==> src/rtl/sram_dsel_pkg.sv <==
// Shared constants and command encoding for the pipelined SRAM.
package sram_dsel_pkg;
    localparam int LANES  = 4;
    localparam int LANE_W = 9;

    // Command held in the input stage after capture.
    typedef enum logic [1:0] {
        CMD_IDLE  = 2'd0,
        CMD_READ  = 2'd1,
        CMD_WRITE = 2'd2
    } cmd_e;
endpackage

==> src/rtl/sram_cmd_decode.sv <==
// Combinational decode of the raw command pins into a command and a lane
// write mask. Assumes the inputs are stable around the capture edge; the
// caller registers the result. Sleep suppresses every command.
module sram_cmd_decode
    import sram_dsel_pkg::*;
#(
    parameter int LANES = sram_dsel_pkg::LANES
) (
    input  logic             ce1_n,
    input  logic             ce2,
    input  logic             ce3_n,
    input  logic             sleep,
    input  logic             gwr_n,
    input  logic             bwr_n,
    input  logic [LANES-1:0] lane_n,
    output cmd_e             cmd,
    output logic [LANES-1:0] lane_we
);
    logic selected;
    logic any_lane;

    // Purpose: decide the command class and which lanes a write touches.
    always_comb begin
        selected = !ce1_n && ce2 && !ce3_n && !sleep;
        any_lane = |(~lane_n);
        cmd      = CMD_IDLE;
        lane_we  = '0;
        if (selected) begin
            if (!gwr_n) begin
                cmd     = CMD_WRITE;
                lane_we = '1;
            end else if (!bwr_n && any_lane) begin
                cmd     = CMD_WRITE;
                lane_we = ~lane_n;
            end else begin
                cmd = CMD_READ;
            end
        end
    end
endmodule

==> src/rtl/sram_lane_array.sv <==
// Storage array split into independent lanes, each with its own write
// enable. Writes happen on the rising edge; reads are combinational from
// the registered read address. Contents are not reset.
module sram_lane_array #(
    parameter int ADDR_W = 6,
    parameter int LANES  = 4,
    parameter int LANE_W = 9,
    localparam int DEPTH  = 1 << ADDR_W,
    localparam int WORD_W = LANES * LANE_W
) (
    input  logic              clk,
    input  logic [LANES-1:0]  we,
    input  logic [ADDR_W-1:0] waddr,
    input  logic [WORD_W-1:0] wdata,
    input  logic [ADDR_W-1:0] raddr,
    output logic [WORD_W-1:0] rdata
);
    for (genvar g = 0; g < LANES; g++) begin : g_lane
        logic [LANE_W-1:0] mem [DEPTH];

        // Purpose: store this lane's slice when its enable is set.
        always_ff @(posedge clk) begin
            if (we[g]) begin
                mem[waddr] <= wdata[g*LANE_W +: LANE_W];
            end
        end

        assign rdata[g*LANE_W +: LANE_W] = mem[raddr];
    end
endmodule

==> src/rtl/sram_out_stage.sv <==
// Registered output stage and drive-enable logic. Assumes the input stage
// command is presented one edge after capture. Drive needs valid read data
// in this stage, no write pending in the input stage, and (in single-stage
// mode) a read pending in the input stage. oe_n and sleep gate drive
// combinationally.
module sram_out_stage
    import sram_dsel_pkg::*;
#(
    parameter int WORD_W = 36
) (
    input  logic              clk,
    input  logic              rst_n,
    input  cmd_e              s1_cmd,
    input  logic [WORD_W-1:0] arr_rdata,
    input  logic              oe_n,
    input  logic              sleep,
    input  logic              single_dsel,
    output logic [WORD_W-1:0] q_data,
    output logic              q_drive
);
    logic              out_valid;
    logic [WORD_W-1:0] out_q;
    logic              pipe_ok;

    // Purpose: mark whether the output register holds fresh read data.
    always_ff @(posedge clk) begin
        if (!rst_n) begin
            out_valid <= 1'b0;
        end else begin
            out_valid <= (s1_cmd == CMD_READ);
        end
    end

    // Purpose: load the array word for a read executing this edge.
    always_ff @(posedge clk) begin
        if (s1_cmd == CMD_READ) begin
            out_q <= arr_rdata;
        end
    end

    // Purpose: combine pipeline state with the asynchronous gates.
    always_comb begin
        pipe_ok = single_dsel ? (s1_cmd == CMD_READ) : (s1_cmd != CMD_WRITE);
        q_drive = out_valid && pipe_ok && !oe_n && !sleep;
        q_data  = q_drive ? out_q : '0;
    end
endmodule

==> src/rtl/sram_dsel_top.sv <==
// Pipelined synchronous SRAM top. Stage 1 registers the decoded command,
// address and data; the following edge performs the write or loads the
// output register. Assumes single_dsel is static during operation.
module sram_dsel_top
    import sram_dsel_pkg::*;
#(
    parameter int ADDR_W = 6,
    parameter int LANES  = sram_dsel_pkg::LANES,
    parameter int LANE_W = sram_dsel_pkg::LANE_W,
    localparam int WORD_W = LANES * LANE_W
) (
    input  logic              clk,
    input  logic              rst_n,
    input  logic              ce1_n,
    input  logic              ce2,
    input  logic              ce3_n,
    input  logic [ADDR_W-1:0] addr,
    input  logic              gwr_n,
    input  logic              bwr_n,
    input  logic [LANES-1:0]  lane_n,
    input  logic [WORD_W-1:0] wdata,
    input  logic              oe_n,
    input  logic              sleep,
    input  logic              single_dsel,
    output logic [WORD_W-1:0] q_data,
    output logic              q_drive
);
    cmd_e              dec_cmd;
    logic [LANES-1:0]  dec_we;
    cmd_e              s1_cmd;
    logic [LANES-1:0]  s1_we;
    logic [ADDR_W-1:0] s1_addr;
    logic [WORD_W-1:0] s1_wdata;
    logic [WORD_W-1:0] arr_rdata;

    sram_cmd_decode #(.LANES(LANES)) u_decode (
        .ce1_n  (ce1_n),
        .ce2    (ce2),
        .ce3_n  (ce3_n),
        .sleep  (sleep),
        .gwr_n  (gwr_n),
        .bwr_n  (bwr_n),
        .lane_n (lane_n),
        .cmd    (dec_cmd),
        .lane_we(dec_we)
    );

    // Purpose: input stage capturing the decoded command on each edge.
    always_ff @(posedge clk) begin
        if (!rst_n) begin
            s1_cmd <= CMD_IDLE;
            s1_we  <= '0;
        end else begin
            s1_cmd <= dec_cmd;
            s1_we  <= dec_we;
        end
    end

    // Purpose: capture address and write data alongside the command.
    always_ff @(posedge clk) begin
        s1_addr  <= addr;
        s1_wdata <= wdata;
    end

    sram_lane_array #(
        .ADDR_W(ADDR_W),
        .LANES (LANES),
        .LANE_W(LANE_W)
    ) u_array (
        .clk  (clk),
        .we   (s1_we),
        .waddr(s1_addr),
        .wdata(s1_wdata),
        .raddr(s1_addr),
        .rdata(arr_rdata)
    );

    sram_out_stage #(.WORD_W(WORD_W)) u_out (
        .clk        (clk),
        .rst_n      (rst_n),
        .s1_cmd     (s1_cmd),
        .arr_rdata  (arr_rdata),
        .oe_n       (oe_n),
        .sleep      (sleep),
        .single_dsel(single_dsel),
        .q_data     (q_data),
        .q_drive    (q_drive)
    );

    // Port-level view of what the pins request this cycle, for the checks.
    logic pin_sel, pin_wr, pin_rd, pin_idle;
    assign pin_sel  = !ce1_n && ce2 && !ce3_n && !sleep;
    assign pin_wr   = pin_sel && (!gwr_n || (!bwr_n && !(&lane_n)));
    assign pin_rd   = pin_sel && !pin_wr;
    assign pin_idle = !pin_sel;

    // a captured write releases the bus in the following cycle.
    a_r6_write_releases: assert property (@(posedge clk) disable iff (!rst_n)
        pin_wr |=> !q_drive);

    // single-stage mode releases right after a deselect is captured.
    a_r7_single_release: assert property (@(posedge clk) disable iff (!rst_n)
        (single_dsel && pin_idle) |=> (!q_drive || !single_dsel));

    // two-stage mode keeps the previous read on the bus one more cycle.
    a_r8_dual_hold: assert property (@(posedge clk) disable iff (!rst_n)
        (!single_dsel && pin_idle && !sleep && !oe_n && $past(rst_n) && $past(pin_rd))
        |=> (q_drive || oe_n || sleep || single_dsel));

    // output enable high means no drive.
    a_r9_oe_gate: assert property (@(posedge clk) disable iff (!rst_n)
        oe_n |-> !q_drive);

    // sleep means no drive.
    a_r10_sleep_quiet: assert property (@(posedge clk) disable iff (!rst_n)
        sleep |-> !q_drive);
endmodule

==> config.mk <==
export PLATFORM = sky130hd
export DESIGN_NAME = sram_dsel_top
export DESIGN_NICKNAME = d
export VERILOG_FILES = /design/src/rtl/sram_dsel_pkg.sv /design/src/rtl/sram_cmd_decode.sv /design/src/rtl/sram_lane_array.sv /design/src/rtl/sram_out_stage.sv /design/src/rtl/sram_dsel_top.sv
export SDC_FILE = /design/constraint.sdc
export NUM_CORES = 2
export LEC_CHECK = 0
export BUFFER_PORTS_ARGS = -buffer_cell sky130_fd_sc_hd__buf_2
export CORE_UTILIZATION = 59
export CTS_BUF_LIST = sky130_fd_sc_hd__clkbuf_8
export DETAILED_ROUTE_END_ITERATION = 10
export GPL_TIMING_DRIVEN = 1
export PLACE_DENSITY_LB_ADDON = 0.12
export SYNTH_ARGS = -nofsm -noshare
export SYNTH_HDL_FRONTEND = slang
export SYNTH_SLANG_ARGS = --single-unit
==> constraint.sdc <==
create_clock -name clk -period 2.4 [get_ports clk]
set_clock_uncertainty 0.1 [all_clocks]
set_input_delay 0.36 -clock clk [delete_from_list [all_inputs] [get_ports clk]]
set_output_delay 0.36 -clock clk [all_outputs]
set_load 0.02 [all_outputs]
# [After elaboration in Yosys (flattened, before gate mapping)]
# Memory sizes are Yosys's and may differ from the RTL's. A register that Yosys moved wholly into a read port is not among the register bits.
# Cells that the tools add are included.
# W data, S select, Z words.
[totals] regBits=49 ramBits=2304 in_bits=56 output_inout_bits=37 wordCells=42 n_memories=4
[mem_list] memory="u_array.g_lane[0].mem" words=64 word_bits=9 rd=1 rd_ports_with_merged_regs=1 write_ports=1 line_no="sram_lane_array.sv:19" text="logic [LANE_W-1:0] mem [DEPTH];"
[mem_list] memory="u_array.g_lane[1].mem" words=64 word_bits=9 rd=1 rd_ports_with_merged_regs=1 write_ports=1 line_no="sram_lane_array.sv:19"
[mem_list] memory="u_array.g_lane[2].mem" words=64 word_bits=9 rd=1 rd_ports_with_merged_regs=1 write_ports=1 line_no="sram_lane_array.sv:19"
[mem_list] memory="u_array.g_lane[3].mem" words=64 word_bits=9 rd=1 rd_ports_with_merged_regs=1 write_ports=1 line_no="sram_lane_array.sv:19"
[classes] n_eq_ne=2 muxes=14 bitwise_logic=1 n_reduce_logical=15
[ops] operator="$mux W36" n=1
[ops] operator="$mux W1" n=9
[ops] operator="$mux W4" n=2
[ops] operator="$logic_and A1 B1 Y1" n=7
[ops] operator="$logic_not A1 Y1" n=5
[ops] operator="$mux W2" n=2
[ops] operator="$not A4 Y4" n=1
[ops] operator="$reduce_or A4 Y1" n=1
[ops] operator="$reduce_and A3 Y1" n=1
[ops] operator="$eq A2 B1 Y1 const B" n=1
[ops] operator="$ne A2 B2 Y1 const B" n=1
[ops] operator="$reduce_and A2 Y1" n=1

# [Longest topological paths before layout]
[logic_depth] word_depth=6 depth_mapped=12 depth_no_buf=6

# [By module]
# Synthesis repeated with hierarchy kept, for this count alone.
[hier_totals] cells_unflattened=4179 hier_area_um2=91754.2
[modules_own_cells] mod="sram_lane_array" instances=1 cells_per_inst=4027 area_per_inst_um2=89213.1 seq_area_each_um2=69186.4
[modules_own_cells] mod="sram_out_stage" instances=1 cells_per_inst=86 area_per_inst_um2=1441.4 seq_area_each_um2=1101.1
[modules_own_cells] mod="sram_dsel_top" instances=1 cells_per_inst=54 area_per_inst_um2=998.5 seq_area_each_um2=960.9
[modules_own_cells] mod="sram_cmd_decode" instances=1 cells_per_inst=12 area_per_inst_um2=101.3 seq_area_each_um2=0.0

# [Worst setup path before layout]
# OpenSTA, ideal clock, no wires.
[synth_path] kind="register to register" start="register s1_addr[2]" end="memory u_array.g_lane[2].mem[12][0], enable pin" setup_ps=374 arrival_time_ps=2184 required_ps=1926 setup_slack_ps=-258 stages_incl_launch_ff=10 path_buffers=7 period_less_slack_ps=2658 path_cell_list="dfxtp_1 -> buf_6 -> buf_2 -> buf_6 -> buf_2 -> buf_4 -> buf_2 -> buf_2 -> nand3_1 -> nor2_1"
[synth_lines] element="start, declared" line_no="sram_dsel_top.sv:32" text="logic [ADDR_W-1:0] s1_addr;"
[synth_lines] element="start signal, assigned" line_no="sram_dsel_top.sv:61" text="s1_addr <= addr;"
[synth_lines] element="end, declared" line_no="sram_lane_array.sv:19"
# Straight into the memory's write port.

# [Worst setup path in the final report]
[layout_path] start="register s1_cmd[1]" end="output port q_data[27]"
[layout_between] elab_chain_len=6 elab_cells_between_ends=7 classes_between="2 x eq/ne; 2 x mux; 3 x reduce/logical"
[layout_lines] element="start, declared" line_no="sram_dsel_top.sv:30" text="cmd_e s1_cmd;"
[layout_lines] element="start signal, assigned" line_no="sram_dsel_top.sv:54" text="s1_cmd <= dec_cmd;"
[layout_lines] element="$ne A2 B2 Y1 or $eq A2 B1 Y1 (tied branches)" line_no="sram_out_stage.sv:43" text="pipe_ok = single_dsel ? (s1_cmd == CMD_READ) : (s1_cmd != CMD_WRITE);"
[layout_lines] element="$mux W1 *" line_no="sram_out_stage.sv:43"
[layout_lines] element="$logic_and A1 B1 Y1 * (3 in series)" line_no="sram_out_stage.sv:44" text="q_drive = out_valid && pipe_ok && !oe_n && !sleep;"
[layout_lines] element="$mux W36 *" line_no="sram_out_stage.sv:45" text="q_data = q_drive ? out_q : '0;"
[layout_lines] element="end, declared" line_no="sram_dsel_top.sv:25" text="output logic [WORD_W-1:0] q_data,"
# Mark *: on every way between the ends. The rest lies on a longest branch, timed or not.

==> out/qor.yml <==
outcome:
  status: "complete, but fails checks"
  violations: "negative setup slack"
grt:
  antenna_found_initial: 13
  grt_max_degree: 65
  grt_pass1_wl_mm: 432.5
  gr-usage-all-layers: 0.4026
  grt_pass1_vias: 60008
  grt-ovfl-total: 0
detailed_routing:
  vias: 64953
  first_iter_violations: 11198
  firstDrtPassIters: 8
  viasPerCell: 7.066
  wl_per_cell_um: 36.25
  drt-total-wl_mm: 333.2
  drtAntennaViolNets: 0
  drcViolationCount: 0
worst_setup_path:
  r2r_end: "u_out.out_q[22]"
  crit_arrival_ns: 2.86
  setup.worst_path.end: "q_data[27]"
  crit_required_ns: 1.94
  cp-end-kind: "output pin"
  critPathLaunchType: "register"
  timing_worst_setup_path_type: "reg -> out"
  worstPathMaxFanout: 7
  reg2regPathDepth: 10
  worstReg2RegStart: "s1_addr[1]"
  rrSetupSlack_ns: -0.56
  crit_start: "s1_cmd[1]"
finish:
  area_growth_pct: 33.05
  final_cell_area_um2: 120100
  utilization: 0.7909
  final_nets: 6932
  drive_gt1_frac: 0.4210
  fin_cells: 9192
yosys:
  ys_types: 71
  synth-warning-count: 0
  netlist_area_um2: 90300
  ys_seq_area_frac: 0.7890
  async_flop_share: 0
  synthTopCellsByArea: "edfxtp_1, a221oi_1, a22oi_1"
  synth-edff-count: 2340
  syn_nets: 5342
  yosys.area.top_type: "edfxtp_1"
  synth_flop_cell: "edfxtp_1"
  avgSynthCellArea_um2: 17.08
  ys_ff_latch: 2389
  synth_top_area_frac: 0.7782
  syn-instance-count: 5286
min_path:
  min_path_type: "in -> reg"
floorplan:
  start_util: 0.5944
  rows: 143
  die_h_um: 393.2
  die_area_um2: 154600
  io_pins: 93
  die_x_um: 393.2
  core_um2: 151900
clocking:
  cts_buffers: 383
  clock-sinks: 2389
  clock-root-buffer: "clkbuf_8"
  clkTransAtPathRegs_ns: 0.06
  cts.htree.levels: 5
  cts_tree: "built"
  clkLatencyLatePin_ns: 1.09
  max-clock-path-buffers: 4
timing:
  hold_viol_final: 0
  max_freq_ghz: 0.3012
  setup_ws_ns: -0.9202
  finalSetupViolations: 1428
  final.period_utilization: 1.383
  hold-worst-slack_ns: 0.1885
  finalMaxSlewViolations: 0
  rsz0062_at_grt: "true"
  finalCriticalPeriod_ns: 3.320
  worst_pin_slew_ns: 1.127
  slew_headroom: 0.2479
pwr:
  leakage_nw: 40.81
  powerDensity_nw_per_um2: 710.0
  ir_worst_vdd_v: 0.0007008
placement:
  portBuffers: 92
  dpl-instance-area_um2: 102100
  place_congestion: 0.9767
  place_inst: 8134
  hpwlAfterDp_mm: 200.2
run:
  drv_cap: 0
[per-layer routing]
layer  part of all wire  vias up  GRT usage
met3               0.15     1330     0.1153
met5            0.00029        -          0
met2               0.44     6278     0.5977
li1                   -    25303          -
met4              0.076       14     0.2379
met1               0.33    32028     0.5332
[worst min path at each step]
stage	slack, ns	start	cells past startpoint	endpoint
floorplan	0.29	addr[0]	0	s1_addr[0]
global placement	0.36	wdata[1]	1	s1_wdata[1]
detailed placement	0.36	wdata[31]	1	s1_wdata[31]
CTS	0.09	lane_n[3]	4	s1_we[3]
global route	0.19	lane_n[3]	4	s1_we[3]
finish	0.19	lane_n[3]	4	s1_we[3]
[what timing repair did]
| action | in CTS | in global routing |
|---|---|---|
| buffers inserted | 90 | 131 |
| hold endpoints to repair | 49 | 0 |
| hold buffers | 101 | 0 |
| pin swaps | 104 | 284 |
| gates resized for setup | 433 | 1226 |
| gates cloned | 22 | 69 |
| setup endpoints to repair | 1336 | 2245 |
[through the flow]
step | power [W] | setup TNS, ns | setup WS [ns]
global route | 0.08705 | -111.01 | -0.9627
floorplan | 0.04915 | -227.52 | -0.2160
global placement | 0.05197 | -111.98 | -0.6334
CTS | 0.08395 | -179.14 | -0.9748
detailed placement | 0.05204 | -142.67 | -0.6217
finish | 0.08530 | -118.15 | -0.9202
[cells in the final DEF, fill, tap and decap left out, types with 21 or more instances in the layout]
master         count
edfxtp_1        2340
buf_4            870
clkbuf_8         398
a221oi_1         309
buf_6            307
a22oi_1          268
a22oi_2          209
buf_12           199
o22ai_1          187
nor2_1           173
nand2_1          136
a221oi_2         133
nor2_4           122
inv_1            118
dlygate4sd3_1    101
o22ai_2           89
mux2i_1           88
clkinv_1          83
mux2_2            77
buf_2             60
nor2_2            59
a21oi_1           56
clkinv_2          51
o21ai_0           50
and2_4            42
dfxtp_2           40
nor3_1            34
nand3_1           31
buf_8             27
buf_16            26
o21ai_1           24
nand2_2           21
clkbuf_16         21
[critical path, stage by stage, from the launching register on]
cell	delay, ns
dfxtp_2	0.34
maj3_2	0.35
nor4b_4	0.24
buf_4	0.18
clkbuf_16	0.20
buf_12	0.15
and2_4	0.16
buf_6	0.12
[cell families after synthesis]
group,share of synthesized area
simple gates,0.04013
buf+inv,0.02256
fa+ha+maj,0.0001109
compound gates,0.1237
flops,0.7890
mux,0.02446
[sequential cells by signal (all words and copies together), names as in the netlist]
| name | flops |
|---|---|
| u_out.out_q | 36 |
| s1_cmd | 2 |
| s1_we | 4 |
| s1_wdata | 36 |
| u_array.g_lane.mem | 2304 |
| s1_addr | 6 |
| u_out.out_valid | 1 |
[power breakdown]
group	internal [W]	total (W)	switching, W	leakage (nW)
sequential	0.0459	0.0461	0.000227	21.4
combinational	0.00281	0.00703	0.00422	15.4
clock	0.0163	0.0322	0.0159	3.96
total	0.0649	0.0853	0.0204	40.8
[synthesized netlist by cell type, types with 11 or more instances]
library cell,instances
o221ai_1,11
edfxtp_1,2340
nand2_1,168
mux2_2,79
a21oi_1,76
nand3_1,45
buf_6,16
nor2_1,352
buf_4,19
or4_1,14
and2_1,42
nor3_1,59
a22oi_1,477
o22ai_1,279
a211oi_1,12
nand4_1,18
clkbuf_1,133
dfxtp_1,49
mux4_2,19
and3_1,13
o21ai_0,75
a22o_1,17
buf_2,199
nor4_1,25
buf_1,50
o22a_1,19
mux2i_1,89
a221oi_1,457
[cell type report]
type | count | area [µm²]
multi-input cells | 2475 | 22270
clock inverters | 268 | 1340
well taps | 2030 | 2540
fillers | 7788 | 31770
diodes | 5 | 12.51
clock buffers | 398 | 5478
repair buffers | 1620 | 17150
flip-flops and latches | 2389 | 71310
inverters | 7 | 36.28
Power figures use the tool's default switching activity.
